### src/rtl/vmac_pkg.sv
package vmac_pkg;

    typedef enum logic {
        MODE_DUAL = 1'b0,
        MODE_WIDE = 1'b1
    } vmac_mode_e;

    localparam int LANES = 2;

endpackage

### src/rtl/vmac_coef_bank.sv
module vmac_coef_bank #(
    parameter int DEPTH = 8,
    parameter int W     = 27,
    localparam int AW   = $clog2(DEPTH)
) (
    input  logic          clk,
    input  logic          rst_n,
    input  logic          wr_en,
    input  logic [AW-1:0] wr_addr,
    input  logic [W-1:0]  wr_data,
    input  logic [AW-1:0] rd_sel,
    output logic [W-1:0]  rd_data
);

    logic [W-1:0] entry_q [DEPTH];

    always_ff @(posedge clk or negedge rst_n) begin
        if (!rst_n) begin
            for (int i = 0; i < DEPTH; i++) entry_q[i] <= '0;
        end else if (wr_en) begin
            entry_q[wr_addr] <= wr_data;
        end
    end

    assign rd_data = entry_q[rd_sel];

endmodule

### src/rtl/vmac_mul.sv
module vmac_mul #(
    parameter int AW = 27,
    parameter int BW = 27,
    parameter int PW = 64
) (
    input  logic signed [AW-1:0] a,
    input  logic signed [BW-1:0] b,
    output logic        [PW-1:0] p
);

    logic signed [AW+BW-1:0] full;

    assign full = a * b;
    assign p    = PW'(full);

endmodule

### src/rtl/vmac_acc_lane.sv
module vmac_acc_lane #(
    parameter int W = 64
) (
    input  logic         clk,
    input  logic         rst_n,
    input  logic         beat,
    input  logic         lane_on,
    input  logic         acc_en,
    input  logic         acc_clr,
    input  logic [W-1:0] prod,
    input  logic [W-1:0] chain,
    output logic [W-1:0] result
);

    logic [W-1:0] acc_q;
    logic [W-1:0] base;
    logic [W-1:0] sum;

    always_comb begin
        base = (acc_en && !acc_clr) ? acc_q : '0;
        sum  = base + prod + chain;
    end

    always_ff @(posedge clk or negedge rst_n) begin
        if (!rst_n) begin
            acc_q  <= '0;
            result <= '0;
        end else if (beat) begin
            if (lane_on) begin
                result <= sum;
                if (acc_en || acc_clr) acc_q <= sum;
            end else begin
                result <= '0;
            end
        end
    end

endmodule

### src/rtl/vmac_slice.sv
module vmac_slice
    import vmac_pkg::*;
#(
    parameter int NX         = 18,
    parameter int NY         = 19,
    parameter int NW         = 27,
    parameter int ACC_W      = 64,
    parameter int BANK_DEPTH = 8,
    localparam int SEL_W     = $clog2(BANK_DEPTH),
    localparam int XB        = 2 * NX,
    localparam int YB        = 2 * NY
) (
    input  logic             clk,
    input  logic             rst_n,
    input  logic             in_valid,
    input  logic             mode,
    input  logic             pre_en,
    input  logic             coef_en,
    input  logic [SEL_W-1:0] coef_sel,
    input  logic             acc_en,
    input  logic             acc_clr,
    input  logic [XB-1:0]    x_in,
    input  logic [YB-1:0]    y_in,
    input  logic [YB-1:0]    z_in,
    input  logic [ACC_W-1:0] chain_in,
    input  logic             cf_we,
    input  logic [SEL_W-1:0] cf_addr,
    input  logic [NW-1:0]    cf_data,
    output logic             out_valid,
    output logic [ACC_W-1:0] out0,
    output logic [ACC_W-1:0] out1,
    output logic [ACC_W-1:0] chain_out
);

    // ---------------- stage 1: input capture ----------------
    logic             v_s1, pre_s1, cf_s1, acc_s1, clr_s1;
    vmac_mode_e       mode_s1;
    logic [SEL_W-1:0] sel_s1;
    logic [XB-1:0]    x_s1;
    logic [YB-1:0]    y_s1, z_s1;
    logic [ACC_W-1:0] ch_s1;

    always_ff @(posedge clk or negedge rst_n) begin
        if (!rst_n) begin
            v_s1    <= 1'b0;
            mode_s1 <= MODE_DUAL;
            pre_s1  <= 1'b0;
            cf_s1   <= 1'b0;
            sel_s1  <= '0;
            acc_s1  <= 1'b0;
            clr_s1  <= 1'b0;
            x_s1    <= '0;
            y_s1    <= '0;
            z_s1    <= '0;
            ch_s1   <= '0;
        end else begin
            v_s1    <= in_valid;
            mode_s1 <= vmac_mode_e'(mode);
            pre_s1  <= pre_en;
            cf_s1   <= coef_en;
            sel_s1  <= coef_sel;
            acc_s1  <= acc_en;
            clr_s1  <= acc_clr;
            x_s1    <= x_in;
            y_s1    <= y_in;
            z_s1    <= z_in;
            ch_s1   <= chain_in;
        end
    end

    // ---------------- coefficient bank ----------------
    logic [NW-1:0] coef;

    vmac_coef_bank #(.DEPTH(BANK_DEPTH), .W(NW)) u_bank (
        .clk     (clk),
        .rst_n   (rst_n),
        .wr_en   (cf_we),
        .wr_addr (cf_addr),
        .wr_data (cf_data),
        .rd_sel  (sel_s1),
        .rd_data (coef)
    );

    // ---------------- operand forming ----------------
    logic signed [NW-1:0] xw, yw, m0_a, m0_b;
    logic signed [NX-1:0] xd0, xd1;
    logic signed [NY-1:0] yd0, yd1;

    always_comb begin
        xw  = cf_s1 ? coef : x_s1[NW-1:0];
        yw  = y_s1[NW-1:0] + (pre_s1 ? z_s1[NW-1:0] : '0);
        xd0 = cf_s1 ? coef[NX-1:0] : x_s1[NX-1:0];
        xd1 = cf_s1 ? coef[NX-1:0] : x_s1[XB-1:NX];
        yd0 = y_s1[NY-1:0]  + (pre_s1 ? z_s1[NY-1:0]  : '0);
        yd1 = y_s1[YB-1:NY] + (pre_s1 ? z_s1[YB-1:NY] : '0);
        unique case (mode_s1)
            MODE_WIDE: begin
                m0_a = xw;
                m0_b = yw;
            end
            MODE_DUAL: begin
                m0_a = NW'(xd0);
                m0_b = NW'(yd0);
            end
        endcase
    end

    // lane 0 multiplier is wide enough for both modes; lane 1 is lane-sized
    logic [LANES-1:0][ACC_W-1:0] prod_c;

    vmac_mul #(.AW(NW), .BW(NW), .PW(ACC_W)) u_mul0 (
        .a (m0_a),
        .b (m0_b),
        .p (prod_c[0])
    );

    vmac_mul #(.AW(NX), .BW(NY), .PW(ACC_W)) u_mul1 (
        .a (xd1),
        .b (yd1),
        .p (prod_c[1])
    );

    // ---------------- stage 2: product register ----------------
    logic                        v_s2, acc_s2, clr_s2;
    vmac_mode_e                  mode_s2;
    logic [ACC_W-1:0]            ch_s2;
    logic [LANES-1:0][ACC_W-1:0] prod_s2;

    always_ff @(posedge clk or negedge rst_n) begin
        if (!rst_n) begin
            v_s2    <= 1'b0;
            mode_s2 <= MODE_DUAL;
            acc_s2  <= 1'b0;
            clr_s2  <= 1'b0;
            ch_s2   <= '0;
            prod_s2 <= '0;
        end else begin
            v_s2    <= v_s1;
            mode_s2 <= mode_s1;
            acc_s2  <= acc_s1;
            clr_s2  <= clr_s1;
            ch_s2   <= ch_s1;
            prod_s2 <= prod_c;
        end
    end

    // ---------------- stage 3: accumulate and chain ----------------
    logic [LANES-1:0]            lane_on;
    logic [LANES-1:0][ACC_W-1:0] lane_res;

    always_comb begin
        unique case (mode_s2)
            MODE_DUAL: lane_on = '1;
            MODE_WIDE: lane_on = LANES'(1);
        endcase
    end

    for (genvar L = 0; L < LANES; L++) begin : g_lane
        vmac_acc_lane #(.W(ACC_W)) u_lane (
            .clk     (clk),
            .rst_n   (rst_n),
            .beat    (v_s2),
            .lane_on (lane_on[L]),
            .acc_en  (acc_s2),
            .acc_clr (clr_s2),
            .prod    (prod_s2[L]),
            .chain   ((L == 0) ? ch_s2 : '0),
            .result  (lane_res[L])
        );
    end

    always_ff @(posedge clk or negedge rst_n) begin
        if (!rst_n) out_valid <= 1'b0;
        else        out_valid <= v_s2;
    end

    assign out0      = lane_res[0];
    assign out1      = lane_res[1];
    assign chain_out = lane_res[0];

endmodule

### config.mk
export PLATFORM = sky130hd
export DESIGN_NAME = vmac_slice
export DESIGN_NICKNAME = d
export VERILOG_FILES = /design/src/rtl/vmac_pkg.sv /design/src/rtl/vmac_coef_bank.sv /design/src/rtl/vmac_mul.sv /design/src/rtl/vmac_acc_lane.sv /design/src/rtl/vmac_slice.sv
export SDC_FILE = /design/constraint.sdc
export NUM_CORES = 2
export LEC_CHECK = 0
export BUFFER_PORTS_ARGS = -buffer_cell sky130_fd_sc_hd__buf_2
export CAP_MARGIN = 25
export CORE_ASPECT_RATIO = 2
export CORE_UTILIZATION = 64
export CTS_CLUSTER_SIZE = 8
export DETAILED_ROUTE_END_ITERATION = 8
export PLACE_DENSITY = 0.93
export SETUP_SLACK_MARGIN = 0.1
export SYNTH_ARGS = -nofsm -noshare
export SYNTH_HDL_FRONTEND = slang
export SYNTH_SLANG_ARGS = --single-unit
### constraint.sdc
create_clock -name clk -period 12.2 [get_ports clk]
set_input_delay 1.83 -clock clk [delete_from_list [all_inputs] [get_ports clk]]
set_output_delay 1.83 -clock clk [all_outputs]
set_load 0.005 [all_outputs]
Word-level counts from Yosys, hierarchy flattened
Index checks and enable logic that the tools add are counted.
{ "classes": {"add_sub_neg": 6, "mul": 2, "magnitude_cmp": 3, "muxes": 19, "n_bitwise": 4, "reduce_logical": 6} }
{ "op_table": {"columns": ["operator", "count"], "rows": [
  ["64-bit two-way mux", 4],
  ["216-bit bitwise mux", 1],
  ["64-bit adder", 3],
  ["27-bit two-way mux", 5],
  ["27-bit case mux with 2 select lines", 2],
  ["27-bit binary-select mux with 3-bit select", 1],
  ["27-bit demux with 3-bit select", 1],
  ["27-bit by 27-bit multiplier with 54-bit output", 1],
  ["19-bit adder", 2],
  ["19-bit two-way mux", 2],
  ["18-bit by 19-bit multiplier with 37-bit output", 1],
  ["18-bit two-way mux", 2],
  ["27-bit adder", 1],
  ["4-bit >= comparator (second input constant)", 2],
  ["3-bit NOT with 4-bit output", 2],
  ["3-bit AND reduction", 2],
  ["4-bit by 1-bit < comparator with 1-bit output (second input constant)", 1],
  ["2-bit case mux with 2 select lines", 1],
  ["1-bit logical AND", 2],
  ["1-bit NOT", 2],
  ["1-bit logical NOT", 1],
  ["1-bit logical OR", 1]
]} }
{ "word_totals": {"regBits": 817, "inputBits": 218, "output_inout_bits": 193, "wordCells": 71} }

Longest topological paths before layout
{ "logic_depth": {"ltp_word": 7, "mapped_depth": 42} }

Cells and area by module
From an unflattened synthesis, not the netlist that was laid out.
{ "hier_totals": {"cells_unflattened": 8069, "hier_area_um2": 82925.8} }
{ "by_module_without_submodules": {"columns": ["module", "instances", "cells_per_inst", "area_each_um2", "seq_area_each_um2"], "rows": [
  ["vmac_mul (u_mul0)", 1, 2987, 26721.9, 0.0],
  ["vmac_acc_lane", 2, 1080, 10222.3, 3203.1],
  ["vmac_slice", 1, 934, 13086.3, 9559.2],
  ["vmac_mul (u_mul1)", 1, 1429, 12964.9, 0.0],
  ["vmac_coef_bank", 1, 559, 9708.1, 5405.2]
]} }

Worst setup path before layout
Ideal clock, no wire load.
{ "synth_path": {"path_type": "reg2reg", "start": "register pre_s1", "end": "register prod_s2[45] in the netlist's numbering", "setup_time_ps": 127, "t_arrival_ps": 9748, "t_required_ps": 12073, "path_slack_ps": 2325, "stages_incl_launch_ff": 42, "n_path_buf": 4, "synth_period_minus_slack_ps": 9875, "cell_sequence": "dfrtp_1 > clkbuf_1 > clkbuf_1 > and2_1 > ha_1 > inv_1 > fa_1 > nor2b_1 > o21ai_1 > a21boi_1 > o21ai_2 > a21oi_1 > or3_1 > nand4_1 > and3_1 > or4_1 > and4b_1 > clkbuf_1 > [... 6 more ...] > fa_1 > fa_1 > fa_1 > inv_1 > fa_1 > inv_1 > ha_1 > a21oi_1 > o21ai_0 > a2111oi_0 > nand2_1 > nor4_1 > o31ai_1 > a22o_1 > or2_2 > a21oi_1 > o21ai_1 > xor2_1"} }
{ "synth_lines": {"columns": ["element", "line", "source"], "rows": [
  ["start: declaration", "vmac_slice.sv:36", "logic v_s1, pre_s1, cf_s1, acc_s1, clr_s1;"],
  ["start signal: assignment", "vmac_slice.sv:59", "pre_s1 <= pre_en;"],
  ["end signal: assignment", "vmac_slice.sv:143", "prod_s2 <= prod_c;"],
  ["end: declaration", "vmac_slice.sv:127", "logic [LANES-1:0][ACC_W-1:0] prod_s2;"]
]} }

==> results by group <==
Run status
  • Outcome: finished, final reports clean

Min path
  • Startpoint of the lowest-slack hold path: ch_s1[2]
  • Classification of the worst-slack hold path: reg2reg

Synthesis
  • Number of synthesized register bits: 817
  • Ys async rst share: 100.0%
  • Warning count from the yosys run: 0
  • Most used flip-flop cell after synthesis: sky130_fd_sc_hd__dfrtp_1
  • Seq/Total Area, Yosys: 26.33%
  • Count of flip-flops with a built-in enable after synthesis: 0
  • Nets in the synthesized netlist: 9,475
  • Syn Inst Count: 7,669
  • Summed instance area of the synthesized netlist: 77,640 sq um
  • Cell variety after synth: 88
  • Post-Syn Area per Cell: 10.12 sq um

Clocking
  • Hold buffer count at cts: 0
  • Sinks on the clock net: 817
  • Clock transition at the registers of the reported paths: 50 ps
  • TritonCTS clock tree: done
  • Count of instances resized after the clock tree is built: 0
  • # Post-CTS Setup Buffers: 0
  • Clock latency of the later-clocked register in the worst-skew pair: 770 ps
  • Maximum buffer depth of the clock tree: 3
  • Root Driver: sky130_fd_sc_hd__clkbuf_16
  • Cts bufs inserted: 113
  • Number of H-tree levels: 3

Final layout
  • Area delta synth->final: 8.354%
  • Final std cells w/o fill: 9,467
  • Layout cells sized above 1: 12.67%
  • Final #Nets: 9,692

Critical path
  • CP arrival: 12,060 ps
  • Maximum fanout along the worst path: 24
  • Crit path from: pre_s1
  • Worst-case reg-to-reg path depth: 39
  • Worst r2r dst: prod_s2[45]
  • R2R Path Start: pre_s1
  • Critical Path Slowest Stage Cell: sky130_fd_sc_hd__dfrtp_1
  • Data required time at the worst endpoint: 12,820 ps
  • Most used cell, CP: sky130_fd_sc_hd__fa_1
  • R2R Setup Slk: 760 ps
  • Crit path to: prod_s2[45]
  • Worst setup path category: reg2reg
  • Kind of end point of the critical path: flip-flop
  • Largest stage delay, worst path: 710 ps
  • Startpoint types: flip-flop

STA
  • Actual slew at the worst max-slew pin: 1110 ps
  • Clock tree skew after final layout: 73.92 ps
  • Unrepaired setup endpoints after global routing: no
  • Highest Clock Rate: 0.08740 GHz
  • Final count of negative-setup-slack endpoints: 0
  • Slew headroom: 25.97%
  • Crit path time final: 11,440 ps
  • Final-report max-slew violation count: 0
  • Final Cycle Share: 93.79%
  • Setup TNS: 0 ps
  • Final Hold Viols: 0

Global routing
  • Grt total ovfl: 0
  • Antenna violations before repair: 28
  • First-pass GRT wire length: 357,900 um
  • Maximum number of pins on one net before global-route repair: 200
  • Vias in the first global route: 65,830
  • Tot GR Track Use: 38.87%

Placed design
  • Port Buffers: 410
  • GPL Wtd Cong: 0.9877
  • Post-DP HPWL: 168,400 um
  • Inst Count DP: 9,309

Floorplanning
  • Area inside the core boundary: 120,300 sq um
  • Std-Cell Rows: 180
  • Die H: 494.6 um
  • Number of top-level design ports: 411
  • Effective utilization at floorplan: 64.56%
  • Die outline width: 248.3 um
  • DIE AREA: 122,800 sq um

Flow run
  • Number of maximum-capacitance violations: 0

Routing
  • Total via count in the routed design: 58,740
  • DR iter-0 viols: 4,545
  • WL/cell: 24.30 um
  • Number of nets with antenna violations after detailed routing: 0
  • Total wire length after detailed routing: 230,100 um
  • Vias/cell: 6.204
  • Number of design rule violations left after detail routing: 0
  • Initial DRT Pass Iterations: 8
cell families (layout without fill, tap and decap cells):
group | Yosys count | count (layout) | synth area share, %
buffers and inverters | 1643 | 1875 | 8.299
AO/OA/AOI/OAI | 1020 | 1020 | 8.344
XOR/XNOR | 262 | 262 | 2.955
AND/OR/NAND/NOR | 2031 | 2031 | 11.93
adder cells (fa/ha/maj) | 1588 | 1588 | 36.94
other | 0 | 19 | 0
multiplexers | 308 | 308 | 5.195
flip-flops | 817 | 817 | 26.33
worst min-delay path by stage:
stage | depth (start not counted) | to | slack, ps
final | 0 | ch_s2[2] | 340
after CTS | 0 | ch_s2[2] | 340
after global placement | 0 | ch_s2[40] | 330
after detailed placement | 0 | ch_s2[44] | 330
after floorplan | 0 | acc_s2 | 330
after global routing | 0 | ch_s2[44] | 350
layout by cell type, fill, tap and decap left out, types with 39 or more instances in the layout:
| cell type | instances |
|---|---|
| sky130_fd_sc_hd__nor2_1 | 246 |
| sky130_fd_sc_hd__mux2_2 | 220 |
| sky130_fd_sc_hd__a21oi_1 | 253 |
| sky130_fd_sc_hd__o2bb2ai_1 | 51 |
| sky130_fd_sc_hd__nand2_1 | 1101 |
| sky130_fd_sc_hd__dfrtp_1 | 813 |
| sky130_fd_sc_hd__o21a_1 | 53 |
| sky130_fd_sc_hd__fa_1 | 1174 |
| sky130_fd_sc_hd__inv_1 | 1225 |
| sky130_fd_sc_hd__xnor2_1 | 163 |
| sky130_fd_sc_hd__nand3_1 | 62 |
| sky130_fd_sc_hd__and2_1 | 292 |
| sky130_fd_sc_hd__buf_4 | 94 |
| sky130_fd_sc_hd__o21bai_1 | 45 |
| sky130_fd_sc_hd__xor2_1 | 85 |
| sky130_fd_sc_hd__mux4_2 | 54 |
| sky130_fd_sc_hd__clkbuf_16 | 113 |
| sky130_fd_sc_hd__o21ai_0 | 287 |
| sky130_fd_sc_hd__ha_1 | 414 |
| sky130_fd_sc_hd__nand2b_1 | 76 |
| sky130_fd_sc_hd__a21o_1 | 116 |
| sky130_fd_sc_hd__buf_2 | 409 |
| sky130_fd_sc_hd__nor2b_1 | 62 |
| sky130_fd_sc_hd__nand4_1 | 39 |
per-layer routing:
metal / part of all wire, % / vias up / track usage [%]
li1: - / 24430 / -
met1: 31 / 29390 / 40.24
met2: 49 / 3459 / 64.55
met3: 9.5 / 1444 / 11.08
met4: 10 / 20 / 32.42
met5: 0.055 / - / 0
cells in the mapped netlist, drive strengths merged (54+ instances only):
cell	n	area, sq um
nand3	62	310.3
o21a	60	450.4
nor2b	63	394.1
clkbuf	309	1160
nand2b	76	475.5
xnor2	172	1506
ha	414	5180
mux2	220	2477
a21o	116	870.8
fa	1174	23500
inv	1226	4602
xor2	90	788.3
o21ai	309	1554
dfrtp	817	20440
nor2	246	923.4
mux4	54	1216
and2	293	1833
a21oi	257	1309
nand2	1102	4136
buf	106	674.4
worst max-delay path: cells and delay by family, from the launching register on:
family | cells | cell delay (ps)
flops | 1 | 710
fa+ha+maj | 10 | 4410
compound gates | 13 | 3240
buf+inv | 6 | 970
xor+xnor | 2 | 290
simple gates | 8 | 1660
per-stage QoR:
stage / hold WS [ps] / setup WS (ps) / utilization (%) / area [sq um]
2_1_floorplan: 331.2 / 2325 / - / 77640
3_3_place_gp: 334.0 / 1071 / 67.19 / 80800
3_5_place_dp: 334.7 / 866.9 / 67.24 / 80860
4_1_cts: 342.0 / 842.2 / 69.78 / 83920
5_1_grt: 351.1 / 123.9 / 69.93 / 84100
6_report: 338.9 / 758.2 / 69.95 / 84130
layout make-up:
| cell class | count | area [sq um] |
|---|---|---|
| multi-input cells | 5209 | 51000 |
| fillers | 8098 | 36140 |
| flip-flops and latches | 817 | 20450 |
| inverters | 1228 | 4614 |
| repair buffers | 517 | 3028 |
| clock buffers | 120 | 2854 |
| well taps | 1547 | 1936 |
| clock inverters | 10 | 201.4 |
| diodes | 19 | 47.55 |
flip-flops by register name, summed over array words and instances, names as in the netlist, 3 cells and up:
name,cells
sel_s1,3
x_s1,36
g_lane.u_lane.result,128
y_s1,38
ch_s1,64
prod_s2,91
z_s1,38
ch_s2,64
g_lane.u_lane.acc_q,128
u_bank.entry_q,216
Power is not shown: default switching activity piles up to over one toggle a cycle in this logic, so the estimate is an artifact.
